==> config.mk <==
export PLATFORM = sky130hd
export DESIGN_NAME = vram_fill_port
export DESIGN_NICKNAME = d
export VERILOG_FILES = /design/src/rtl/vfill_pkg.sv /design/src/rtl/vfill_ctrl.sv /design/src/rtl/vfill_addr.sv /design/src/rtl/vfill_wpath.sv /design/src/rtl/vram_fill_port.sv
export SDC_FILE = /design/constraint.sdc
export NUM_CORES = 1
export LEC_CHECK = 0
export ABC_CLOCK_PERIOD_IN_PS = 2180
export BUFFER_PORTS_ARGS = -buffer_cell sky130_fd_sc_hd__clkbuf_2
export CAP_MARGIN = 20
export CELL_PAD_IN_SITES_DETAIL_PLACEMENT = 1
export CELL_PAD_IN_SITES_GLOBAL_PLACEMENT = 1
export CORE_MARGIN = 2
export CORE_UTILIZATION = 38
export CTS_CLUSTER_DIAMETER = 150
export DETAILED_ROUTE_END_ITERATION = 12
export PLACE_DENSITY = 0.9
export SLEW_MARGIN = 10
export SYNTH_ARGS = -nofsm -noshare
export SYNTH_HDL_FRONTEND = slang
export SYNTH_SLANG_ARGS = --single-unit
==> constraint.sdc <==
create_clock -name clk -period 2.18 [get_ports clk]
set_input_delay 0.109 -clock clk [delete_from_list [all_inputs] [get_ports clk]]
set_output_delay 0.109 -clock clk [all_outputs]
set_load 0.01 [all_outputs]
==> src/rtl/vfill_pkg.sv <==
package vfill_pkg;
  typedef enum logic [1:0] {
    FS_IDLE = 2'd0,
    FS_WAIT = 2'd1,
    FS_RUN  = 2'd2
  } fill_state_t;
endpackage

==> src/rtl/vfill_ctrl.sv <==
module vfill_ctrl
  import vfill_pkg::*;
#(
  parameter int LEN_W = 16,
  parameter int SRC_W = 16
) (
  input  logic             clk,
  input  logic             rst,
  input  logic             cfg_take,
  input  logic             cfg_fill,
  input  logic [LEN_W-1:0] cfg_len,
  input  logic [SRC_W-1:0] cfg_src,
  input  logic             cpu_take,
  input  logic [7:0]       cpu_hi,
  output logic             running,
  output logic             armed,
  output logic [7:0]       fill_byte,
  output logic [SRC_W-1:0] src_cnt
);
  localparam logic [LEN_W-1:0] LEN_ONE = LEN_W'(1);

  fill_state_t      state;
  logic [LEN_W-1:0] len_cnt;

  always_ff @(posedge clk) begin
    if (rst) begin
      state     <= FS_IDLE;
      len_cnt   <= '0;
      src_cnt   <= '0;
      fill_byte <= '0;
      armed     <= 1'b0;
    end else if (state == FS_RUN) begin
      src_cnt <= src_cnt + SRC_W'(1);
      len_cnt <= len_cnt - LEN_ONE;
      if (len_cnt == LEN_ONE) begin
        state <= FS_IDLE;
        armed <= 1'b0;
      end
    end else if (cfg_take) begin
      len_cnt <= cfg_len;
      src_cnt <= cfg_src;
      armed   <= cfg_fill;
      state   <= cfg_fill ? FS_WAIT : FS_IDLE;
    end else if (cpu_take && state == FS_WAIT) begin
      fill_byte <= cpu_hi;
      state     <= FS_RUN;
    end
  end

  assign running = (state == FS_RUN);
endmodule

==> src/rtl/vfill_addr.sv <==
module vfill_addr #(
  parameter int ADDR_W = 16,
  parameter int INC_W  = 8
) (
  input  logic              clk,
  input  logic              rst,
  input  logic              load,
  input  logic [ADDR_W-1:0] load_val,
  input  logic [INC_W-1:0]  inc,
  input  logic              step,
  output logic [ADDR_W-1:0] addr
);
  logic [INC_W-1:0]  inc_q;
  logic [ADDR_W-1:0] inc_ext;

  assign inc_ext = ADDR_W'(inc_q);

  always_ff @(posedge clk) begin
    if (rst) begin
      addr  <= '0;
      inc_q <= '0;
    end else if (step) begin
      addr <= addr + inc_ext;
    end else if (load) begin
      addr  <= load_val;
      inc_q <= inc;
    end
  end
endmodule

==> src/rtl/vfill_wpath.sv <==
module vfill_wpath #(
  parameter int DATA_W = 16
) (
  input  logic              use_fill,
  input  logic [7:0]        fill_byte,
  input  logic [DATA_W-1:0] cpu_data,
  input  logic              odd,
  output logic [DATA_W-1:0] word
);
  localparam int LANES = DATA_W / 8;

  logic [DATA_W-1:0] fill_word;
  logic [DATA_W-1:0] src_word;

  genvar g;
  generate
    for (g = 0; g < LANES; g++) begin : g_lane
      assign fill_word[g*8 +: 8] = fill_byte;
      assign word[g*8 +: 8] = odd ? src_word[(LANES-1-g)*8 +: 8]
                                  : src_word[g*8 +: 8];
    end
  endgenerate

  assign src_word = use_fill ? fill_word : cpu_data;
endmodule

==> src/rtl/vram_fill_port.sv <==
module vram_fill_port #(
  parameter int ADDR_W = 16,
  parameter int DATA_W = 16,
  parameter int INC_W  = 8,
  parameter int LEN_W  = 16,
  parameter int SRC_W  = 16
) (
  input  logic              clk,
  input  logic              rst,
  input  logic              cfg_wr,
  input  logic [ADDR_W-1:0] cfg_addr,
  input  logic [INC_W-1:0]  cfg_inc,
  input  logic [LEN_W-1:0]  cfg_len,
  input  logic [SRC_W-1:0]  cfg_src,
  input  logic              cfg_fill,
  input  logic              port_wr,
  input  logic [DATA_W-1:0] port_data,
  output logic              port_ready,
  output logic              vram_we,
  output logic [ADDR_W-2:0] vram_addr,
  output logic [DATA_W-1:0] vram_wdata,
  output logic              fill_busy,
  output logic              fill_active,
  output logic [SRC_W-1:0]  dma_src
);
  logic              running;
  logic              cpu_take;
  logic              cfg_take;
  logic              step;
  logic [7:0]        fill_byte;
  logic [ADDR_W-1:0] addr;
  logic [DATA_W-1:0] word;

  assign port_ready = !running && !cfg_wr;
  assign cpu_take   = port_wr && port_ready;
  assign cfg_take   = cfg_wr && !running;
  assign step       = running || cpu_take;

  vfill_ctrl #(.LEN_W(LEN_W), .SRC_W(SRC_W)) u_ctrl (
    .clk       (clk),
    .rst       (rst),
    .cfg_take  (cfg_take),
    .cfg_fill  (cfg_fill),
    .cfg_len   (cfg_len),
    .cfg_src   (cfg_src),
    .cpu_take  (cpu_take),
    .cpu_hi    (port_data[DATA_W-1 -: 8]),
    .running   (running),
    .armed     (fill_active),
    .fill_byte (fill_byte),
    .src_cnt   (dma_src)
  );

  vfill_addr #(.ADDR_W(ADDR_W), .INC_W(INC_W)) u_addr (
    .clk      (clk),
    .rst      (rst),
    .load     (cfg_take),
    .load_val (cfg_addr),
    .inc      (cfg_inc),
    .step     (step),
    .addr     (addr)
  );

  vfill_wpath #(.DATA_W(DATA_W)) u_wpath (
    .use_fill  (running),
    .fill_byte (fill_byte),
    .cpu_data  (port_data),
    .odd       (addr[0]),
    .word      (word)
  );

  assign fill_busy = running;

  always_ff @(posedge clk) begin
    if (rst) begin
      vram_we    <= 1'b0;
      vram_addr  <= '0;
      vram_wdata <= '0;
    end else begin
      vram_we <= step;
      if (step) begin
        vram_addr  <= addr[ADDR_W-1:1];
        vram_wdata <= word;
      end
    end
  end
endmodule

==> flow_summary.json, run 1 <==
{
  "status": "finished, violations left",
  "violations": "negative hold slack",
  "cp_max_fo": 4,
  "vias": 5232,
  "finalCoreUtilization": 0.500,
  "track_usage": 0.246,
  "netlist_area_mm2": 0.00491,
  "total_power_mw": 4.38,
  "tightestPinTransition_ns": 0.844,
  "yosysTopAreaCellShare": 0.404,
  "fill_cells": 1599,
  "p_switching_mw": 1.28,
  "relSlewSlack": 0.437,
  "path_cells": "ha_1 -> o21ai_0 -> o211ai_1 -> nand2_1 -> or4b_1 -> o211ai_1",
  "viasPerCell": 5.64,
  "synthTopCellsByCount": "99 x dfxtp_1, 85 x nand2_1, 78 x a21oi_1",
  "nNetsFinal": 840,
  "synthToLayoutAreaGrowth_pct": 28.6,
  "synth_cell_types": 69,
  "root_buffer": "clkbuf_16",
  "cts.sinks": 99,
  "synth_top_family_by_area": "compound AO/OA/AOI/OAI gates",
  "clkTransAtPathRegs_ns": 0.07,
  "drtIter0Drc": 326,
  "synth_ff_type": "dfxtp_1",
  "fp.dieArea_mm2": 0.0138,
  "timing.fmax_ghz": 0.479,
  "timing.rr.end": "u_addr.addr[10]$_SDFFE_PP0P_",
  "synth_area_per_cell_um2": 8.04,
  "initial_core_util": 0.389,
  "ant_nets": 0,
  "critPathArrivalTime_ns": 2.37,
  "synth_xor_area_frac": 0.0125,
  "yosys_warnings": 0,
  "dieHeight_um": 118,
  "syn_inst": 610,
  "coreArea_mm2": 0.0126,
  "fin_skew_ns": 0.00734,
  "pin_count": 128,
  "grt_pass1_vias": 5582,
  "startpoint_type": "flip-flop",
  "hpwl_mm": 12.2,
  "cp-endpoint": "u_addr.addr[10]$_SDFFE_PP0P_",
  "fin_hold_ws_ns": -0.00494,
  "cts_buffer_depth": 2,
  "ys_seq_area_frac": 0.404,
  "crit_family": "simple AND/OR/NAND/NOR gates",
  "port_buffers": 127,
  "internal_power_mw": 3.10,
  "synth_async_sr_flop_share": 0,
  "post_drt_wl_per_cell_um": 18.6,
  "rr_startpoint": "u_addr.addr[4]$_SDFFE_PP0P_",
  "synth-simple-area-share": 0.223,
  "finalHoldViolCount": 1,
  "cp-end-kind": "flip-flop",
  "critPathLaunch": "u_addr.addr[4]$_SDFFE_PP0P_",
  "path_buf_inv": 0,
  "p_leak_nw": 2.61,
  "place.gp.congestion": 0.864,
  "power_frac_comb": 0.174,
  "fin_crit_sh": 0.957,
  "synth_area_leaders": "dfxtp_1 40%, a21oi_1 8.0%, nand2_1 6.5%",
  "chipWidth_um": 118,
  "synth_edf_count": 0,
  "synth_fp_nets": 699,
  "htreeDepth": 3,
  "max_stage_delay_ns": 0.51,
  "cts_made_buffers": 9,
  "dr.pass1.iters": 4,
  "routed_wirelength_mm": 17.3,
  "cp_common_cell": "o211ai_1",
  "grt_max_degree": 77,
  "clock_power_share": 0.366,
  "crit_cells": 6,
  "drcViolationCount": 0,
  "rr_worst_depth": 6,
  "insertion_delay_ns": 0.36,
  "antenna_found_initial": 0,
  "rows": 41,
  "p_per_area_mw_per_mm2": 694,
  "p_sw_frac": 0.293,
  "synth-compound-area-share": 0.246,
  "antenna-diode-count": 0,
  "synth.most_common_cell": "dfxtp_1",
  "cap_violations": 0,
  "r2r_slack_ns": 0.09,
  "p_seq_frac": 0.460,
  "setup_viol": 0,
  "synth_mux_area_frac": 0.0413,
  "setup.worst_path.class": "reg -> reg",
  "ir_drop_uv": 324,
  "synth_seq_cells": 99,
  "drive_above_1_share": 0.260,
  "grt_overflow": 0,
  "period_needed_ns": 2.09,
  "worst_path_max_delay_cell": "or4b_1",
  "critical_path_required_ns": 2.47,
  "slew_violations": 0,
  "grt_pass1_wl_mm": 27.9,
  "synth_top_area_cell": "dfxtp_1",
  "cts_tree": "done",
  "synthAdderAreaFrac": 0.0321,
  "min_path_type": "in -> reg"
}
[state kept, by name, indices dropped and copies added (netlist names)]
register,count
u_ctrl.len_cnt,16
u_ctrl.src_cnt,16
u_addr.addr,16
u_ctrl.armed,1
u_ctrl.state,2
u_ctrl.fill_byte,8
vram_we,1
vram_addr,15
vram_wdata,16
u_addr.inc_q,8
[power by group through the flow]
stage	clock [mW]	combinational, mW	sequential, mW
floorplan	0	0.407	2.05
global placement	0	0.669	2.04
detailed placement	0	0.707	2.05
CTS	1.61	0.740	2.01
global route	1.69	0.831	2.03
finish	1.61	0.761	2.01
[layout make-up]
class                      count  area [µm²]  share of cell area
tap                          172         215              0.0341
clock buffer                  12         267              0.0422
sequential                    99        1980               0.314
clock inverter                 3        22.5             0.00357
multi-input combinational    462        2780               0.441
inverter                      11        41.3             0.00655
timing repair buffer         168        1000               0.159
[metal layers]
metal	vias up	routed length [µm]	track usage
met5	-	0	0
met4	0	548	0.117
met3	37	722	0.0349
met2	147	8780	0.439
met1	2545	7230	0.289
li1	2503	-	-
[worst reg2reg max path: cells and delay by family (launching register included)]
family	cells	cell delay, ns
AOI/OAI and AO/OA	3	0.62
adders and majority gates	1	0.38
DFF	1	0.34
and+or+nand+nor	2	0.67
[cells by family (layout without fill, tap and decap cells)]
| group | count (synthesis) | count (layout) |
|---|---|---|
| DFF | 99 | 99 |
| muxes | 20 | 20 |
| adders and majority gates | 12 | 12 |
| buffers and inverters | 49 | 194 |
| and+or+nand+nor | 235 | 235 |
| xor gates and xnor gates | 7 | 7 |
| AOI/OAI and AO/OA | 188 | 188 |
[worst min path at each step]
stage / startpoint / endpoint / slack (ns) / cells past startpoint
CTS: port_data[13] / u_ctrl.fill_byte[5]$_SDFFE_PP0P_ / 0.002 / 3
global route: port_data[9] / u_ctrl.fill_byte[1]$_SDFFE_PP0P_ / 0.02 / 3
global placement: cfg_src[15] / u_ctrl.src_cnt[15]$_SDFFE_PP0N_ / 0.33 / 3
floorplan: rst / vram_we$_SDFF_PP0_ / 0.19 / 1
finish: port_data[13] / u_ctrl.fill_byte[5]$_SDFFE_PP0P_ / -0.005 / 3
detailed placement: cfg_inc[4] / u_addr.inc_q[4]$_SDFFE_PP0P_ / 0.34 / 3
[layout by cell type, fill, tap and decap left out, types with 3 or more instances in the layout]
cell and count:
a21o_1 4, nand3_1 13, mux2i_1 18, clkbuf_16 9
a21oi_1 77, or4_1 3, and3_1 5, o211ai_1 8
dfxtp_1 99, nor2_1 72, nand2_1 85, ha_2 3
o21bai_1 3, ha_1 8, clkinvlp_4 3, a2111oi_0 3
o21ai_0 18, or3_1 4, nand4_1 5, dlygate4sd3_1 12
nand3b_1 3, clkbuf_2 126, clkbuf_8 3, a22oi_1 4
a211oi_1 27, o22ai_1 6, nor4_1 4, inv_1 9
buf_4 28, nor3_1 18, a31oi_1 5, xor2_1 5
[stage by stage]
stage | hold slack [ns] | setup TNS, ns | cell area (µm²) | worst slack (ns) | std cells
after floorplan | 0.189 | 0 | 4910 | 0.178 | 610
after global placement | 0.334 | 0 | 5820 | 0.115 | 896
after detailed placement | 0.343 | -0.0865 | 5820 | -0.0865 | 896
after CTS | 0.00205 | 0 | 6240 | 0.0113 | 923
after global routing | 0.0193 | -0.0186 | 6310 | -0.0186 | 927
final | -0.00494 | 0 | 6310 | 0.0939 | 927
[timing repair]
item                                   4_1_cts  5_1_grt
buffers inserted                             0        4
setup endpoints to repair                    2       12
pin swaps                                    0        7
hold buffers                                12        0
gates resized for setup                      4       12
endpoints found under the hold margin       13        0
No activity file was read; power rests on OpenSTA's default activity.
==> run 2: changes to the inputs <==
- CORE_UTILIZATION: 38 -> 41
- GPL_TIMING_DRIVEN: not set -> 0
- PLACE_DENSITY: 0.9 -> 0.91
- SYNTH_HIERARCHICAL: not set -> 1
==> run 2 against run 1 <==
- setup slack worse by 0.051 ns
- largest power group unchanged
- routed wire length rose by 6.7%
- register-to-register slack got worse by 0.05 ns
- non-clock buffer count rose by 20
- flip-flop and latch count unchanged
- die area rose by 10%
- critical endpoint is now u_addr/addr[8]$_SDFFE_PP0P_
- combinational power grew 24%
- the flow now finishes without violations
==> flow_summary.json, run 2 <==
{
  "critPathLaunch": "u_addr/addr[0]$_SDFFE_PP0P_",
  "final_area_mm2": 0.00728,
  "drcViolationCount": 0,
  "dr.pass1.iters": 4,
  "ant_nets": 0,
  "antenna-diode-count": 0,
  "setup_viol": 0,
  "antenna_found_initial": 0,
  "path_cells": "ha_1 -> fa_2 -> a211oi_4 -> o211ai_1 -> a221oi_1 -> a211oi_1",
  "slew_violations": 0,
  "crit_family": "compound AO/OA/AOI/OAI gates",
  "dp_slack_ns": -0.829,
  "synth_area_leaders": "dfxtp_1 34%, mux2i_1 7.9%, nand2b_1 6.9%",
  "synth_ff_type": "dfxtp_1",
  "hold_start": "cfg_len[4]",
  "r2r_slack_ns": 0.04,
  "timing.rr.end": "u_addr/addr[8]$_SDFFE_PP0P_",
  "cp-end-kind": "flip-flop",
  "timing.fmax_ghz": 0.468,
  "min_path_type": "in -> reg",
  "p_switching_mw": 1.30,
  "syn_inst": 644,
  "cts_tree": "done",
  "timing.final.ws_setup_ns": 0.0424,
  "tightestPinTransition_ns": 0.716,
  "synth_seq_cells": 99,
  "synthToLayoutAreaGrowth_pct": 24.6,
  "cts.sinks": 99,
  "dpl.cell_count": 951,
  "period_needed_ns": 2.14,
  "fp.dieArea_mm2": 0.0152,
  "synth_cell_types": 84,
  "grt_pass1_vias": 5885,
  "placed_area_mm2": 0.00674,
  "cts_made_buffers": 9,
  "post_drt_wl_per_cell_um": 18.7,
  "htreeDepth": 3,
  "coreArea_mm2": 0.0139,
  "startpoint_type": "flip-flop",
  "final_common_cell": "clkbuf_2",
  "nNetsFinal": 891,
  "rows": 43,
  "grt_max_degree": 15,
  "synth.most_common_cell": "dfxtp_1",
  "critical_path_required_ns": 2.40,
  "initial_core_util": 0.421,
  "yosysTopAreaCellShare": 0.339,
  "critPathArrivalTime_ns": 2.36,
  "synth_area_per_cell_um2": 9.07,
  "cts_buffer_depth": 2,
  "drive_above_1_share": 0.296,
  "netlist_area_mm2": 0.00584,
  "mostFrequentLayoutCells": "127 x clkbuf_2, 97 x dfxtp_1, 63 x nand2b_1",
  "synthTopCellsByCount": "99 x dfxtp_1, 64 x nand2b_1, 47 x nand2_1",
  "port_buffers": 127,
  "max_stage_delay_ns": 0.42,
  "root_buffer": "clkbuf_16",
  "clkTransAtPathRegs_ns": 0.07,
  "fin_skew_ns": 0.00887,
  "setup.worst_path.class": "reg -> reg",
  "internal_power_mw": 3.27,
  "status": "finished clean",
  "rr_worst_depth": 6,
  "rsz0062_at_grt": "true",
  "place.gp.congestion": 0.839,
  "routed_wirelength_mm": 18.4,
  "chipWidth_um": 123,
  "viasPerCell": 5.67,
  "pin_count": 128,
  "relSlewSlack": 0.523,
  "synth_edf_count": 0,
  "finalHoldViolCount": 0,
  "track_usage": 0.246,
  "ir_drop_uv": 393,
  "p_per_area_mw_per_mm2": 629,
  "cp_max_fo": 4,
  "crit_cells": 6,
  "fin_hold_ws_ns": 0.0165,
  "p_seq_frac": 0.448,
  "fin_crit_sh": 0.981,
  "clock_power_share": 0.345,
  "cap_violations": 0,
  "worst_path_max_delay_cell": "fa_2",
  "synth_fp_nets": 733,
  "hpwl_mm": 13.4,
  "power_frac_comb": 0.207,
  "p_leak_nw": 3.12,
  "dieHeight_um": 123,
  "grt_overflow": 0,
  "insertion_delay_ns": 0.36,
  "synth_async_sr_flop_share": 0,
  "drtIter0Drc": 337,
  "synth_top_area_cell": "dfxtp_1",
  "yosys_warnings": 6,
  "p_sw_frac": 0.285,
  "vias": 5584,
  "ys_seq_area_frac": 0.339,
  "rr_startpoint": "u_addr/addr[0]$_SDFFE_PP0P_",
  "grt_pass1_wl_mm": 29.1,
  "cp-endpoint": "u_addr/addr[8]$_SDFFE_PP0P_",
  "finalNonFillerCells": 985,
  "path_buf_inv": 0
}
==> run 2: changes by cell type in the layout (fill, tap and decap cells not counted), sizes merged, moves of 18 or more <==
| cell | change |
|---|---|
| mux2i | +28 |
| clkbuf | +18 |
| a21oi | -37 |
| nand2b | +62 |
| mux2 | +33 |
| nor2 | -28 |
| nand2 | -39 |
==> run 2: final cells by class <==
type                            instances  area, µm²
Buffer                                 39        268
Inverter                               10       42.5
Fill cell                            1640       6600
Clock inverter                          3       40.0
Tap cell                              180        225
Timing Repair Buffer                  149        836
Sequential cell                        99       1990
Clock buffer                           11        243
Multi-Input combinational cell        494       3630
==> run 2: cell families after synthesis <==
kind of cell,Yosys count,share of synthesized area
xor gates and xnor gates,9,0.0135
muxes,81,0.153
AOI/OAI and AO/OA,144,0.179
and+or+nand+nor,248,0.241
buffers and inverters,51,0.0475
DFF,99,0.339
adders and majority gates,12,0.0270
==> run 2: worst min-delay path by stage <==
stage,end,depth (start not counted)
global route,u_ctrl/len_cnt[4]$_SDFFE_PP0N_,3
CTS,u_ctrl/len_cnt[4]$_SDFFE_PP0N_,3
detailed placement,u_addr/inc_q[6]$_SDFFE_PP0P_,3
finish,u_ctrl/len_cnt[4]$_SDFFE_PP0N_,3
floorplan,u_addr/inc_q[0]$_SDFFE_PP0P_,2
global placement,u_addr/inc_q[7]$_SDFFE_PP0P_,3
==> run 2: worst reg2reg max path, stage by stage, from the launching register on <==
cell and delay (ns):
dfxtp_1 0.38, ha_1 0.31, fa_2 0.42, a211oi_4 0.30, o211ai_1 0.22, a221oi_1 0.31
a211oi_1 0.08
==> run 2: repair_timing <==
action,CTS,global route
pin swaps,1,2
hold endpoints to repair,14,0
hold buffers,14,0
setup endpoints to repair,67,21
setup buffers,7,1
resized for setup,12,12
==> run 2: stage by stage <==
stage	setup TNS, ns	power, mW	utilization
floorplan	0	2.66	-
global placement	-22.08	2.93	0.485
detailed placement	-26.62	2.97	0.485
CTS	0	4.61	0.522
global route	-0.0936	4.79	0.524
finish	0	4.58	0.524
==> run 2: layer usage <==
layer | track usage | up-vias | wire length [µm]
met4 | 0.109 | 0 | 461
met3 | 0.0512 | 37 | 858
met1 | 0.283 | 2716 | 7790
met5 | 0 | - | 0
met2 | 0.436 | 176 | 9320
li1 | - | 2655 | -
==> run 2: power by group through the flow <==
stage | Combinational [mW] | Clock, mW | Sequential, mW
finish | 0.945 | 1.58 | 2.05
floorplan | 0.580 | 0 | 2.08
global placement | 0.853 | 0 | 2.08
CTS | 0.930 | 1.63 | 2.05
detailed placement | 0.885 | 0 | 2.09
global route | 1.03 | 1.69 | 2.07
==> run 3: changes to the inputs <==
- ABC_AREA: not set -> 1
- CORE_UTILIZATION: 41 -> 38
- PLACE_DENSITY: 0.91 -> 0.92
==> run 3 against run 2 <==
- flip-flop and latch count did not move
- sequential share of layout area down 0.45 points
- register-to-register slack improved by 0.11 ns
- sequential power fell by 2%
- setup slack better by 0.11 ns
- cell area rose by 1.3%
- cell count grew 35%
- critical path depth grew 6
- worst hold slack lost 0.0051 ns
- die area grew 9.8%
- count of clock-buffer cells in the layout fell by 2
- critical path type unchanged
- highest routed layer unchanged
==> flow_summary.json, run 3 <==
{
  "synth_ff_type": "dfxtp_1",
  "antenna-diode-count": 0,
  "synth_top_area_cell": "dfxtp_1",
  "track_usage": 0.242,
  "min_path_type": "in -> reg",
  "total_power_mw": 4.82,
  "r2r_slack_ns": 0.15,
  "grt_pass1_wl_mm": 32.1,
  "synthTopCellsByCount": "342 x nand2_1, 138 x nor2_1, 115 x inv_1",
  "dpl.cell_count": 1301,
  "rows": 45,
  "cts_tree": "done",
  "min_delay_path_depth": 3,
  "fill_cells": 2098,
  "relSlewSlack": 0.559,
  "wl_met1_mm": 8.46,
  "synth.most_common_cell": "nand2_1",
  "dp_slack_ns": -0.483,
  "synth_cell_types": 46,
  "rr_startpoint": "u_ctrl/state[0]$_SDFFE_PP0P_",
  "syn_inst": 963,
  "rsz0062_at_grt": "false",
  "dr.pass1.iters": 4,
  "placed_area_mm2": 0.00687,
  "final_common_cell": "nand2_1",
  "yosys_warnings": 6,
  "p_leak_nw": 3.68,
  "htreeDepth": 3,
  "grt_overflow": 0,
  "period_needed_ns": 2.03,
  "drtIter0Drc": 310,
  "place.gp.congestion": 0.893,
  "vias": 6578,
  "pin_count": 128,
  "routed.top_layer": "met4",
  "ant_nets": 0,
  "initial_core_util": 0.391,
  "fin_crit_sh": 0.931,
  "finalNonFillerCells": 1331,
  "chipWidth_um": 129,
  "synth_seq_cells": 99,
  "clkTransAtPathRegs_ns": 0.07,
  "post_drt_wl_per_cell_um": 15.0,
  "timing.final.ws_setup_ns": 0.151,
  "status": "finished clean",
  "cts_buffer_depth": 2,
  "antenna_found_initial": 0,
  "cts.sinks": 99,
  "netlist_area_mm2": 0.00596,
  "yosysTopAreaCellShare": 0.332,
  "insertion_delay_ns": 0.36,
  "dieHeight_um": 129,
  "synth_edf_count": 0,
  "critical_path_required_ns": 2.41,
  "setup.worst_path.class": "reg -> reg",
  "coreArea_mm2": 0.0153,
  "fp.dieArea_mm2": 0.0167,
  "drive_above_1_share": 0.193,
  "synthToLayoutAreaGrowth_pct": 23.7,
  "tightestPinTransition_ns": 0.662,
  "timing.fmax_ghz": 0.493,
  "grt_pass1_vias": 6763,
  "synth_async_sr_flop_share": 0,
  "setup_viol": 0,
  "viasPerCell": 4.94,
  "multi_input_area_mm2": 0.00326,
  "cap_violations": 0,
  "grt_max_degree": 26,
  "startpoint_type": "flip-flop",
  "port_buffers": 127,
  "root_buffer": "clkbuf_16",
  "slew_violations": 0,
  "p_per_area_mw_per_mm2": 653,
  "wl_met3_um": 715,
  "critPathArrivalTime_ns": 2.26,
  "synth_fp_nets": 1052,
  "synth_area_per_cell_um2": 6.19,
  "hpwl_mm": 14.6,
  "final_area_mm2": 0.00738,
  "cp-end-kind": "flip-flop",
  "fin_skew_ns": 0.00526,
  "mostFrequentLayoutCells": "342 x nand2_1, 137 x nor2_1, 127 x clkbuf_2",
  "ir_drop_uv": 377,
  "ys_seq_area_frac": 0.332,
  "regArea_mm2": 0.00198,
  "drcViolationCount": 0,
  "rr_worst_depth": 12,
  "nNetsFinal": 1205,
  "routed_wirelength_mm": 20.0,
  "met2_length_mm": 10.3,
  "finalHoldViolCount": 0,
  "min_to": "u_ctrl/src_cnt[6]$_SDFFE_PP0N_",
  "timing.rr.end": "u_addr/addr[2]$_SDFFE_PP0P_",
  "cp_max_fo": 25,
  "hold_start": "cfg_src[6]",
  "cts_made_buffers": 9,
  "synth_area_leaders": "dfxtp_1 33%, nand2_1 22%, nor2_1 8.7%"
}
run 3: how the worst max path moves through the flow:
stage | startpoint | to | slack, ns | cells after the start
6_report | u_ctrl/state[0]$_SDFFE_PP0P_ | u_addr/addr[2]$_SDFFE_PP0P_ | 0.15 | 12
5_1_grt | u_ctrl/state[0]$_SDFFE_PP0P_ | u_addr/addr[2]$_SDFFE_PP0P_ | 0.001 | 12
4_1_cts | u_ctrl/state[0]$_SDFFE_PP0P_ | u_addr/addr[8]$_SDFFE_PP0P_ | 0.007 | 12
3_5_place_dp | u_ctrl/state[1]$_SDFFE_PP0P_ | u_addr/addr[2]$_SDFFE_PP0P_ | -0.48 | 13
3_3_place_gp | u_ctrl/state[1]$_SDFFE_PP0P_ | u_addr/addr[14]$_SDFFE_PP0P_ | -0.43 | 15
2_1_floorplan | u_ctrl/state[1]$_SDFFE_PP0P_ | u_addr/addr[2]$_SDFFE_PP0P_ | 0.001 | 13
run 3: layout make-up:
class	count	area share
timing repair buffer	143	0.106
buffer	30	0.0356
tap	211	0.0358
sequential	99	0.269
inverter	123	0.0658
clock inverter	6	0.0156
multi-input combinational	710	0.442
clock buffer	9	0.0305
run 3: power by group:
part,total (mW),internal (mW),switching (mW)
logic,0.932,0.361,0.571
registers,2.01,1.92,0.0952
clock network,1.87,1.12,0.752
run 3: metal layers:
layer	global-route usage	up-vias
met5	0	-
met4	0.0895	0
met3	0.0367	40
met2	0.453	131
met1	0.276	3108
li1	-	3299
run 3: cell families after synthesis:
family,share of synthesized area
AOI/OAI and AO/OA,0.108
xor gates and xnor gates,0.00587
adders and majority gates,0.0264
buffers and inverters,0.125
DFF,0.332
and+or+nand+nor,0.402
run 3: repair_timing:
action / in CTS / in global routing
gates resized for setup: 5 / 6
pin swaps: 1 / 2
buffers inserted: 3 / 2
setup endpoints to repair: 67 / 21
gates cloned: 0 / 1
endpoints found under the hold margin: 11 / 0
hold buffers: 11 / 0
run 3: stage by stage:
step,TNS [ns],hold slack (ns),util
3_5_place_dp,-22.63,0.352,0.450
4_1_cts,0,0.00379,0.482
5_1_grt,0,0.0306,0.483
6_report,0,0.0114,0.483
2_1_floorplan,0,0.178,-
3_3_place_gp,-19.05,0.347,0.450
run 3: worst max-delay path, stage by stage, from the launching register on:
cell and delay (ns):
dfxtp_1 0.32, inv_2 0.08, nand2_4 0.12, inv_4 0.13, buf_12 0.19, o21bai_4 0.16, buf_8 0.17, inv_2 0.06
nand2_4 0.14, inv_6 0.06, buf_12 0.14, a221oi_1 0.25, nor2_1 0.07
